### src/rtl/cw_fir_pkg.sv
package cw_fir_pkg;

  function automatic int acc_width(input int data_w, input int taps);
    return 2 * data_w + $clog2(taps);
  endfunction

  function automatic int idx_width(input int taps);
    return (taps < 2) ? 1 : $clog2(taps);
  endfunction

endpackage

### src/rtl/cw_fir_seq.sv
module cw_fir_seq #(
  parameter int TAPS = 4
) (
  input  logic clk,
  input  logic rst,
  input  logic x_vld,
  output logic acc_v,
  output logic inj_v
);
  localparam logic INJ_PH = 1'((TAPS - 1) % 2);

  logic ph;

  always_ff @(posedge clk) begin
    if (rst) ph <= 1'b0;
    else     ph <= ~ph;
  end

  assign acc_v = x_vld & ~ph;
  assign inj_v = ~rst & (ph == INJ_PH);

  p_inj_off_r8: assert property (@(posedge clk) disable iff (rst)
    inj_v |=> !inj_v);
  p_inj_on_r8: assert property (@(posedge clk) disable iff (rst)
    !inj_v |=> inj_v);

endmodule

### src/rtl/cw_fir_cell.sv
module cw_fir_cell #(
  parameter int DATA_W  = 8,
  parameter int ACC_W   = 18,
  parameter int IDX_W   = 2,
  parameter int COEF_ID = 0
) (
  input  logic              clk,
  input  logic              rst,
  input  logic              coef_we,
  input  logic [IDX_W-1:0]  coef_idx,
  input  logic [DATA_W-1:0] coef_data,
  input  logic [DATA_W-1:0] x_in,
  input  logic              x_in_v,
  input  logic [ACC_W-1:0]  y_in,
  input  logic              y_in_v,
  input  logic              y_in_c,
  output logic [DATA_W-1:0] x_out,
  output logic              x_out_v,
  output logic [ACC_W-1:0]  y_out,
  output logic              y_out_v,
  output logic              y_out_c
);
  localparam int PROD_W = 2 * DATA_W;

  logic signed [DATA_W-1:0] w;
  logic signed [PROD_W-1:0] prod;
  logic signed [ACC_W-1:0]  prod_ext;
  logic                     meet;

  always_ff @(posedge clk) begin
    if (rst)
      w <= '0;
    else if (coef_we && coef_idx == IDX_W'(COEF_ID))
      w <= coef_data;
  end

  assign prod     = w * $signed(x_in);
  assign prod_ext = ACC_W'(prod);
  assign meet     = x_in_v & y_in_v;

  always_ff @(posedge clk) begin
    if (rst) begin
      x_out   <= '0;
      x_out_v <= 1'b0;
      y_out   <= '0;
      y_out_v <= 1'b0;
      y_out_c <= 1'b0;
    end else begin
      x_out   <= x_in;
      x_out_v <= x_in_v;
      y_out_v <= y_in_v;
      y_out_c <= y_in_v & y_in_c & x_in_v;
      y_out   <= meet ? (y_in + prod_ext) : y_in;
    end
  end

  p_cmpl_needs_x_r4: assert property (@(posedge clk) disable iff (rst)
    y_out_c |-> $past(x_in_v));

endmodule

### src/rtl/cw_fir_array.sv
module cw_fir_array
  import cw_fir_pkg::*;
#(
  parameter  int TAPS   = 4,
  parameter  int DATA_W = 8,
  localparam int IDX_W  = idx_width(TAPS),
  localparam int ACC_W  = acc_width(DATA_W, TAPS)
) (
  input  logic              clk,
  input  logic              rst,
  input  logic              coef_we,
  input  logic [IDX_W-1:0]  coef_idx,
  input  logic [DATA_W-1:0] coef_data,
  input  logic              x_vld,
  input  logic [DATA_W-1:0] x_data,
  output logic              res_valid,
  output logic [ACC_W-1:0]  res_data
);
  logic acc_v;
  logic inj_v;

  logic [DATA_W-1:0] xs  [TAPS+1];
  logic              xsv [TAPS+1];
  logic [ACC_W-1:0]  ys  [TAPS+1];
  logic              ysv [TAPS+1];
  logic              ysc [TAPS+1];

  cw_fir_seq #(.TAPS(TAPS)) u_seq (
    .clk   (clk),
    .rst   (rst),
    .x_vld (x_vld),
    .acc_v (acc_v),
    .inj_v (inj_v)
  );

  assign xs[0]     = x_data;
  assign xsv[0]    = acc_v;
  assign ys[TAPS]  = '0;
  assign ysv[TAPS] = inj_v;
  assign ysc[TAPS] = 1'b1;

  for (genvar c = 0; c < TAPS; c++) begin : g_cell
    cw_fir_cell #(
      .DATA_W  (DATA_W),
      .ACC_W   (ACC_W),
      .IDX_W   (IDX_W),
      .COEF_ID (TAPS - 1 - c)
    ) u_cell (
      .clk       (clk),
      .rst       (rst),
      .coef_we   (coef_we),
      .coef_idx  (coef_idx),
      .coef_data (coef_data),
      .x_in      (xs[c]),
      .x_in_v    (xsv[c]),
      .y_in      (ys[c+1]),
      .y_in_v    (ysv[c+1]),
      .y_in_c    (ysc[c+1]),
      .x_out     (xs[c+1]),
      .x_out_v   (xsv[c+1]),
      .y_out     (ys[c]),
      .y_out_v   (ysv[c]),
      .y_out_c   (ysc[c])
    );
  end

  assign res_valid = ysv[0] & ysc[0];
  assign res_data  = ys[0];

  p_acc_space_r3: assert property (@(posedge clk) disable iff (rst)
    acc_v |=> !acc_v);
  p_res_space_r6: assert property (@(posedge clk) disable iff (rst)
    res_valid |=> !res_valid);
  p_resp_r5: assert property (@(posedge clk) disable iff (rst)
    res_valid |-> $past(acc_v));
  p_tail_space_r3: assert property (@(posedge clk) disable iff (rst)
    xsv[TAPS] |=> (!xsv[TAPS] && $past(xs[TAPS]) == $past(xs[TAPS])));

endmodule

### config.mk
export PLATFORM = sky130hd
export DESIGN_NAME = cw_fir_array
export DESIGN_NICKNAME = d
export VERILOG_FILES = /design/src/rtl/cw_fir_pkg.sv /design/src/rtl/cw_fir_seq.sv /design/src/rtl/cw_fir_cell.sv /design/src/rtl/cw_fir_array.sv
export SDC_FILE = /design/constraint.sdc
export NUM_CORES = 1
export LEC_CHECK = 0
export ABC_AREA = 0
export BUFFER_PORTS_ARGS = -buffer_cell sky130_fd_sc_hd__buf_2
export CAP_MARGIN = 10
export CORE_MARGIN = 10
export CORE_UTILIZATION = 25
export CTS_BUF_LIST = sky130_fd_sc_hd__clkbuf_4
export DETAILED_ROUTE_END_ITERATION = 10
export GPL_TIMING_DRIVEN = 0
export HOLD_SLACK_MARGIN = 0.08
export PLACE_DENSITY_LB_ADDON = 0.2
export SLEW_MARGIN = 25
export SYNTH_ARGS = -nofsm -noshare
export SYNTH_HDL_FRONTEND = slang
export SYNTH_SLANG_ARGS = --single-unit
export TNS_END_PERCENT = 5
### constraint.sdc
create_clock -name clk -period 11.1 [get_ports clk]
set_input_delay 2.775 -clock clk [delete_from_list [all_inputs] [get_ports clk]]
set_output_delay 2.775 -clock clk [all_outputs]
set_load 0.02 [all_outputs]
==> out/metrics.yaml, run 1 <==
synth_top_area_frac: 0.302
core-area_um2: 63400
overflow: 0
crit_path_start_kind: "primary input"
final_cells: 2697
placementRows: 92
path_max_fanout: 9
hp-class: "reg -> reg"
cpMostUsedCell: "inv_1"
yosysMostFrequentCell: "inv_1"
crit_path_top_delay_cell: "fa_1"
report.final.slew_viol_count: 0
setup_ws_ps: 2920
syn_avg_cell_area_um2: 9.05
cts_sinks: 137
die_x_um: 274
drt.antenna.violating_nets: 0
area_growth_pct: 9.60
rsz0062_at_grt: "no"
worstMarginPinSlew_ps: 844
dp.cells: 2664
leakage_nw: 8.50
ys_seq_area_frac: 0.170
max_stage_delay_ps: 530
grt_max_degree: 17
drc: 0
required_ps: 11730
cts_tree: "built"
p_per_area_nw_per_um2: 69.5
num_vias: 11666
port_buffers: 40
synth_nets: 2203
clock_latency_ps: 700
clk_pin_slew_ps: 130
placed_area_um2: 17400
final_cell_area_um2: 17600
die-area_um2: 74900
max_freq_mhz: 122
crit_type: "in -> reg"
arrival_ps: 8800
slew_headroom: 0.437
synth_top_cell_by_area: "fa_1"
fin_nets: 2262
grt_pass1_vias: 12356
drv_cap: 0
firstDrtPassIters: 5
netlist_area_um2: 16100
async_reset_ff_frac: 0
cts-root-buf: "clkbuf_4"
yosys_warnings: 0
grt_pass1_wl_mm: 69.2
hold_viol: 0
fillers: 6820
endpoint_kind: "flip-flop"
finalCriticalPeriod_ps: 8180
via_per_inst: 4.33
gp_congestion: 0.807
syn_inst: 1778
wl_per_cell_um: 15.7
drive_gt1_frac: 0.0416
drt_iter0_drc: 483
synth_common_cells: "inv_1, fa_1, nand2_1, ha_1, and2_1"
antenna_found_initial: 1
skew_ps: 22.8
synth_seq_cells: 137
die_y_um: 274
cts_resized: 0
hold_slack_ps: 468
outcome: "finished clean"
numCtsBuffers: 17
start_util: 0.254
ios: 41
place_ws_ps: 2250
cts-hold-fix-buffers: 0
ir_worst_vdd_mv: 0.0653
grt_use_total: 0.119
htree_levels: 4
fin_setup_tns_ps: 0
synth_edf_count: 0
dp_hpwl_mm: 35.3
synth_cell_types: 51
cts_setup_buffers: 0
synth_ff_type: "dfxtp_1"
synth_area_leaders: "fa_1, dfxtp_1, ha_1"
drt_wl_total_mm: 42.2
setup_viol: 0
clock_path_buffers: 2
finalCritPeriodShare: 0.736
==> final timing paths <==
check / from / to / slack (ps) / cells after the start
worst min-delay path: u_seq.ph / u_seq.ph / 470 / 1
worst max register to register: g_cell[0].u_cell.w[3] / g_cell[0].u_cell.y_out[17] / 4650 / 24
worst max-delay path: x_data[2] / g_cell[0].u_cell.y_out[17] / 2920 / 25
worst min register to register: u_seq.ph / u_seq.ph / 470 / 1
==> stage by stage <==
stage,total power [mW],utilization
floorplan,0.772,-
global placement,0.880,0.274
detailed placement,0.884,0.274
CTS,1.26,0.278
global route,1.31,0.278
finish,1.23,0.278
==> placed cells by master (no fill, tap or decap), types with 4 or more instances in the layout <==
master | synthesis | final
inv_1 | 331 | 331
fa_1 | 243 | 243
nand2_1 | 175 | 175
ha_1 | 160 | 160
and2_1 | 153 | 153
dfxtp_1 | 137 | 137
nor2_1 | 94 | 94
a21oi_1 | 88 | 88
xnor2_1 | 68 | 68
buf_2 | 0 | 41
clkbuf_1 | 37 | 37
mux2i_1 | 32 | 32
o21ai_0 | 31 | 31
nor2b_1 | 30 | 30
a21o_1 | 27 | 27
xor2_1 | 23 | 23
nand2b_1 | 22 | 22
clkbuf_4 | 0 | 18
nand3_1 | 16 | 16
and3_1 | 15 | 15
a211oi_1 | 12 | 12
nor3_1 | 9 | 9
o21bai_1 | 7 | 7
o21a_1 | 6 | 6
buf_1 | 7 | 6
a31oi_1 | 6 | 6
o31ai_1 | 6 | 6
or3_1 | 4 | 4
inv_6 | 0 | 4
==> layer usage <==
| metal | vias up | track usage | share of wire |
|---|---|---|---|
| li1 | 5654 | - | - |
| met1 | 5823 | 0.150 | 0.45 |
| met2 | 139 | 0.204 | 0.50 |
| met3 | 50 | 0.0190 | 0.024 |
| met4 | 0 | 0.0365 | 0.022 |
| met5 | - | 0 | 0 |
==> state kept, by name, indices dropped and copies added, names as in the netlist <==
register,flops
g_cell.u_cell.x_out_v,3
u_seq.ph,1
g_cell.u_cell.y_out_v,4
g_cell.u_cell.w,32
g_cell.u_cell.y_out_c,4
g_cell.u_cell.x_out,24
g_cell.u_cell.y_out,69
==> report_power, final <==
part           total [mW]  internal, mW  switching [mW]
clock network       0.358         0.137           0.221
logic               0.347         0.134           0.213
registers           0.520         0.501          0.0194
total                1.23         0.772           0.453
==> logic make-up (layout without fill, tap and decap cells) <==
kind of cell,count (synthesis),in the layout,share of synthesized area
simple gates,533,533,0.165
fa+ha+maj,403,403,0.427
buf+inv,375,446,0.0874
compound gates,207,207,0.0817
flops,137,137,0.170
xor+xnor,91,91,0.0495
mux,32,32,0.0199
other cells,0,2,0
==> area by class of cell <==
cell class / instances / area, um^2 / area share
Tap cell: 846 / 1060 / 0.0600
Buffer: 44 / 166 / 0.00943
Timing Repair Buffer: 40 / 200 / 0.0113
Antenna cell: 2 / 5.00 / 0.000284
Sequential cell: 137 / 2740 / 0.155
Clock inverter: 13 / 145 / 0.00823
Multi-Input combinational cell: 1266 / 11900 / 0.677
Inverter: 331 / 1240 / 0.0704
Clock buffer: 18 / 135 / 0.00766
==> critical path, delay by kind of cell <==
family / cells / cell delay (ps)
compound gates: 8 / 1850
xor+xnor: 2 / 350
fa+ha+maj: 6 / 2610
simple gates: 2 / 530
buf+inv: 7 / 670
No activity file was read; power rests on OpenSTA's default activity.
==> run 2: changes to the inputs <==
Settings changed: ABC_AREA 0 to 1.
Clock period 11.1 ns to 7.95 ns, I/O delays scaled along.
==> run 2 against run 1 <==
Final cell count up 23%. Wire length grew 9.2%. Critical endpoint unchanged. Sequential power rose by 36%. Critical path type unchanged.
==> out/metrics.yaml, run 2 <==
drv_cap: 0
die_y_um: 283
final_cell_mix: "inv_1, nand2_1, fa_1"
async_reset_ff_frac: 0
rsz0062_at_grt: "no"
drc: 0
reg2reg_depth: 31
overflow: 0
antenna_found_initial: 1
worstSetupStartpoint: "x_data[2]"
largest-register: "g_cell.u_cell.y_out"
synth_seq_cells: 137
die_x_um: 283
clock_latency_ps: 650
holdPathStages: 1
cts_sinks: 137
max_freq_mhz: 139
leakage_nw: 10.6
yosys_warnings: 0
firstDrtPassIters: 7
placementRows: 96
finalCritPeriodShare: 0.905
arrival_ps: 7750
p_int_mw: 1.21
report.final.slew_viol_count: 0
htree_levels: 4
outcome: "finished clean"
max_stage_delay_ps: 740
fin_setup_tns_ps: 0
die-area_um2: 80300
grt_pass1_vias: 14848
ir_worst_vdd_mv: 0.0929
synth_area_leaders: "fa_1, dfxtp_1, inv_1"
numCtsBuffers: 17
synth_top_cell_by_area: "fa_1"
wl_per_cell_um: 13.9
finalCriticalPeriod_ps: 7190
synth_top_family_by_area: "adder cells"
crit_type: "in -> reg"
netSwitchingPower_mw: 0.747
p_comb_frac: 0.345
setup_viol: 0
hp-class: "reg -> reg"
synth_edf_count: 0
p_clk_frac: 0.292
crit_path_top_delay_cell: "fa_1"
yosysMostFrequentCell: "inv_1"
grt_use_total: 0.119
grt_pass1_wl_mm: 77.2
synth_fa_ha_area_frac: 0.396
worstMarginPinSlew_ps: 887
synthSimpleGateAreaFrac: 0.178
endpoint_kind: "flip-flop"
synth_top_area_frac: 0.281
drt_wl_total_mm: 46.1
path_max_fanout: 9
setup_ws_ps: 758
port_buffers: 32
gp_congestion: 0.845
hold_viol: 0
final_common_cell: "inv_1"
core-area_um2: 68700
worstHoldStart: "u_seq.ph"
cts_tree: "built"
cpMostUsedCell: "nand2_1"
dp.cells: 3290
hold_slack_ps: 430
dp_hpwl_mm: 39.0
synth_compound_gate_area_share: 0.0820
cts_resized: 0
drt_iter0_drc: 679
synth.area.mux_share: 0
slew_headroom: 0.409
place_ws_ps: 67.1
via_per_inst: 4.17
clk_pin_slew_ps: 140
clock_path_buffers: 2
start_util: 0.252
cts-hold-fix-buffers: 0
p_per_area_nw_per_um2: 103
required_ps: 8500
ys_seq_area_frac: 0.158
num_vias: 13865
ios: 41
drive_gt1_frac: 0.0456
grt_max_degree: 17
crit_path_start_kind: "primary input"
drt.antenna.violating_nets: 0
largest_reg_flops: 69
skew_ps: 33.4
top_regs: "g_cell.u_cell.y_out x69, g_cell.u_cell.w x32, g_cell.u_cell.x_out x24"
synth_nets: 2752
synthXorXnorAreaFrac: 0.0273
synth_cell_types: 41
r2r-start: "g_cell[0].u_cell.w[0]"
netlist_area_um2: 17300
fin_nets: 2803
switching_share: 0.383
cts-root-buf: "clkbuf_4"
area_growth_pct: 9.59
syn_avg_cell_area_um2: 7.45
final_cells: 3321
cts_setup_buffers: 0
pwr-share-seq: 0.363
synth_common_cells: "inv_1, nand2_1, fa_1, nor2_1, ha_1"
synth_ff_type: "dfxtp_1"
syn_inst: 2327
## run 2: cell count changes in the layout (fill, tap and decap cells not counted), moves of 40 or more
| cell | before | now |
|---|---|---|
| nand2_1 | 175 | 427 |
| xnor2_1 | 68 | 28 |
| nand3_1 | 16 | 77 |
| clkbuf_1 | 37 | 77 |
| and2_1 | 153 | 0 |
| nor2_1 | 94 | 180 |
| inv_1 | 331 | 644 |
| o21ai_0 | 31 | 99 |
## run 2: layer usage
| layer | global-route usage | wire length, um |
|---|---|---|
| met3 | 0.0197 | 1680 |
| met1 | 0.150 | 21300 |
| met2 | 0.207 | 22100 |
| met5 | 0 | 0 |
| met4 | 0.0330 | 1070 |
## run 2: cell type report
class                      instances  area, um^2
fill                            7637       49700
multi-input combinational       1459       11800
sequential                       137        2740
inverter                         648        2430
tap                              931        1160
buffer                            83         315
clock inverter                    12         200
timing repair buffer              32         160
clock buffer                      18         135
antenna                            1        2.50
## run 2: kinds of logic after synthesis
group                      count (synthesis)
and+or+nand+nor                          747
adders and majority gates                403
xor gates and xnor gates                  54
AOI/OAI and AO/OA                        255
buffers and inverters                    731
DFF                                      137
## run 2: worst paths after layout
kind,end,slack [ps]
worst max register to register,g_cell[0].u_cell.y_out[17],1930
worst min register to register,u_seq.ph,430
worst min-delay path,u_seq.ph,430
worst max-delay path,g_cell[0].u_cell.y_out[17],760
## run 2: through the flow
step,area (um^2),utilization,total power [mW]
floorplan,17300,-,1.21
global placement,18700,0.272,1.40
detailed placement,18700,0.272,1.40
CTS,19000,0.276,1.99
global route,19000,0.276,2.11
finish,19000,0.276,1.95
## run 2: power groups by stage
stage	registers (mW)	clock network (mW)	logic [mW]
after floorplan	0.723	0	0.485
after global placement	0.724	0	0.676
after detailed placement	0.724	0	0.680
after CTS	0.709	0.593	0.684
after global routing	0.711	0.621	0.776
final	0.709	0.571	0.673
## run 2: worst max-delay path: cells and delay by family
| family | cells | cell delay (ps) |
|---|---|---|
| adder cells (fa/ha/maj) | 6 | 2880 |
| AND/OR/NAND/NOR | 15 | 1870 |
| buffers and inverters | 7 | 850 |
| AO/OA/AOI/OAI | 1 | 150 |
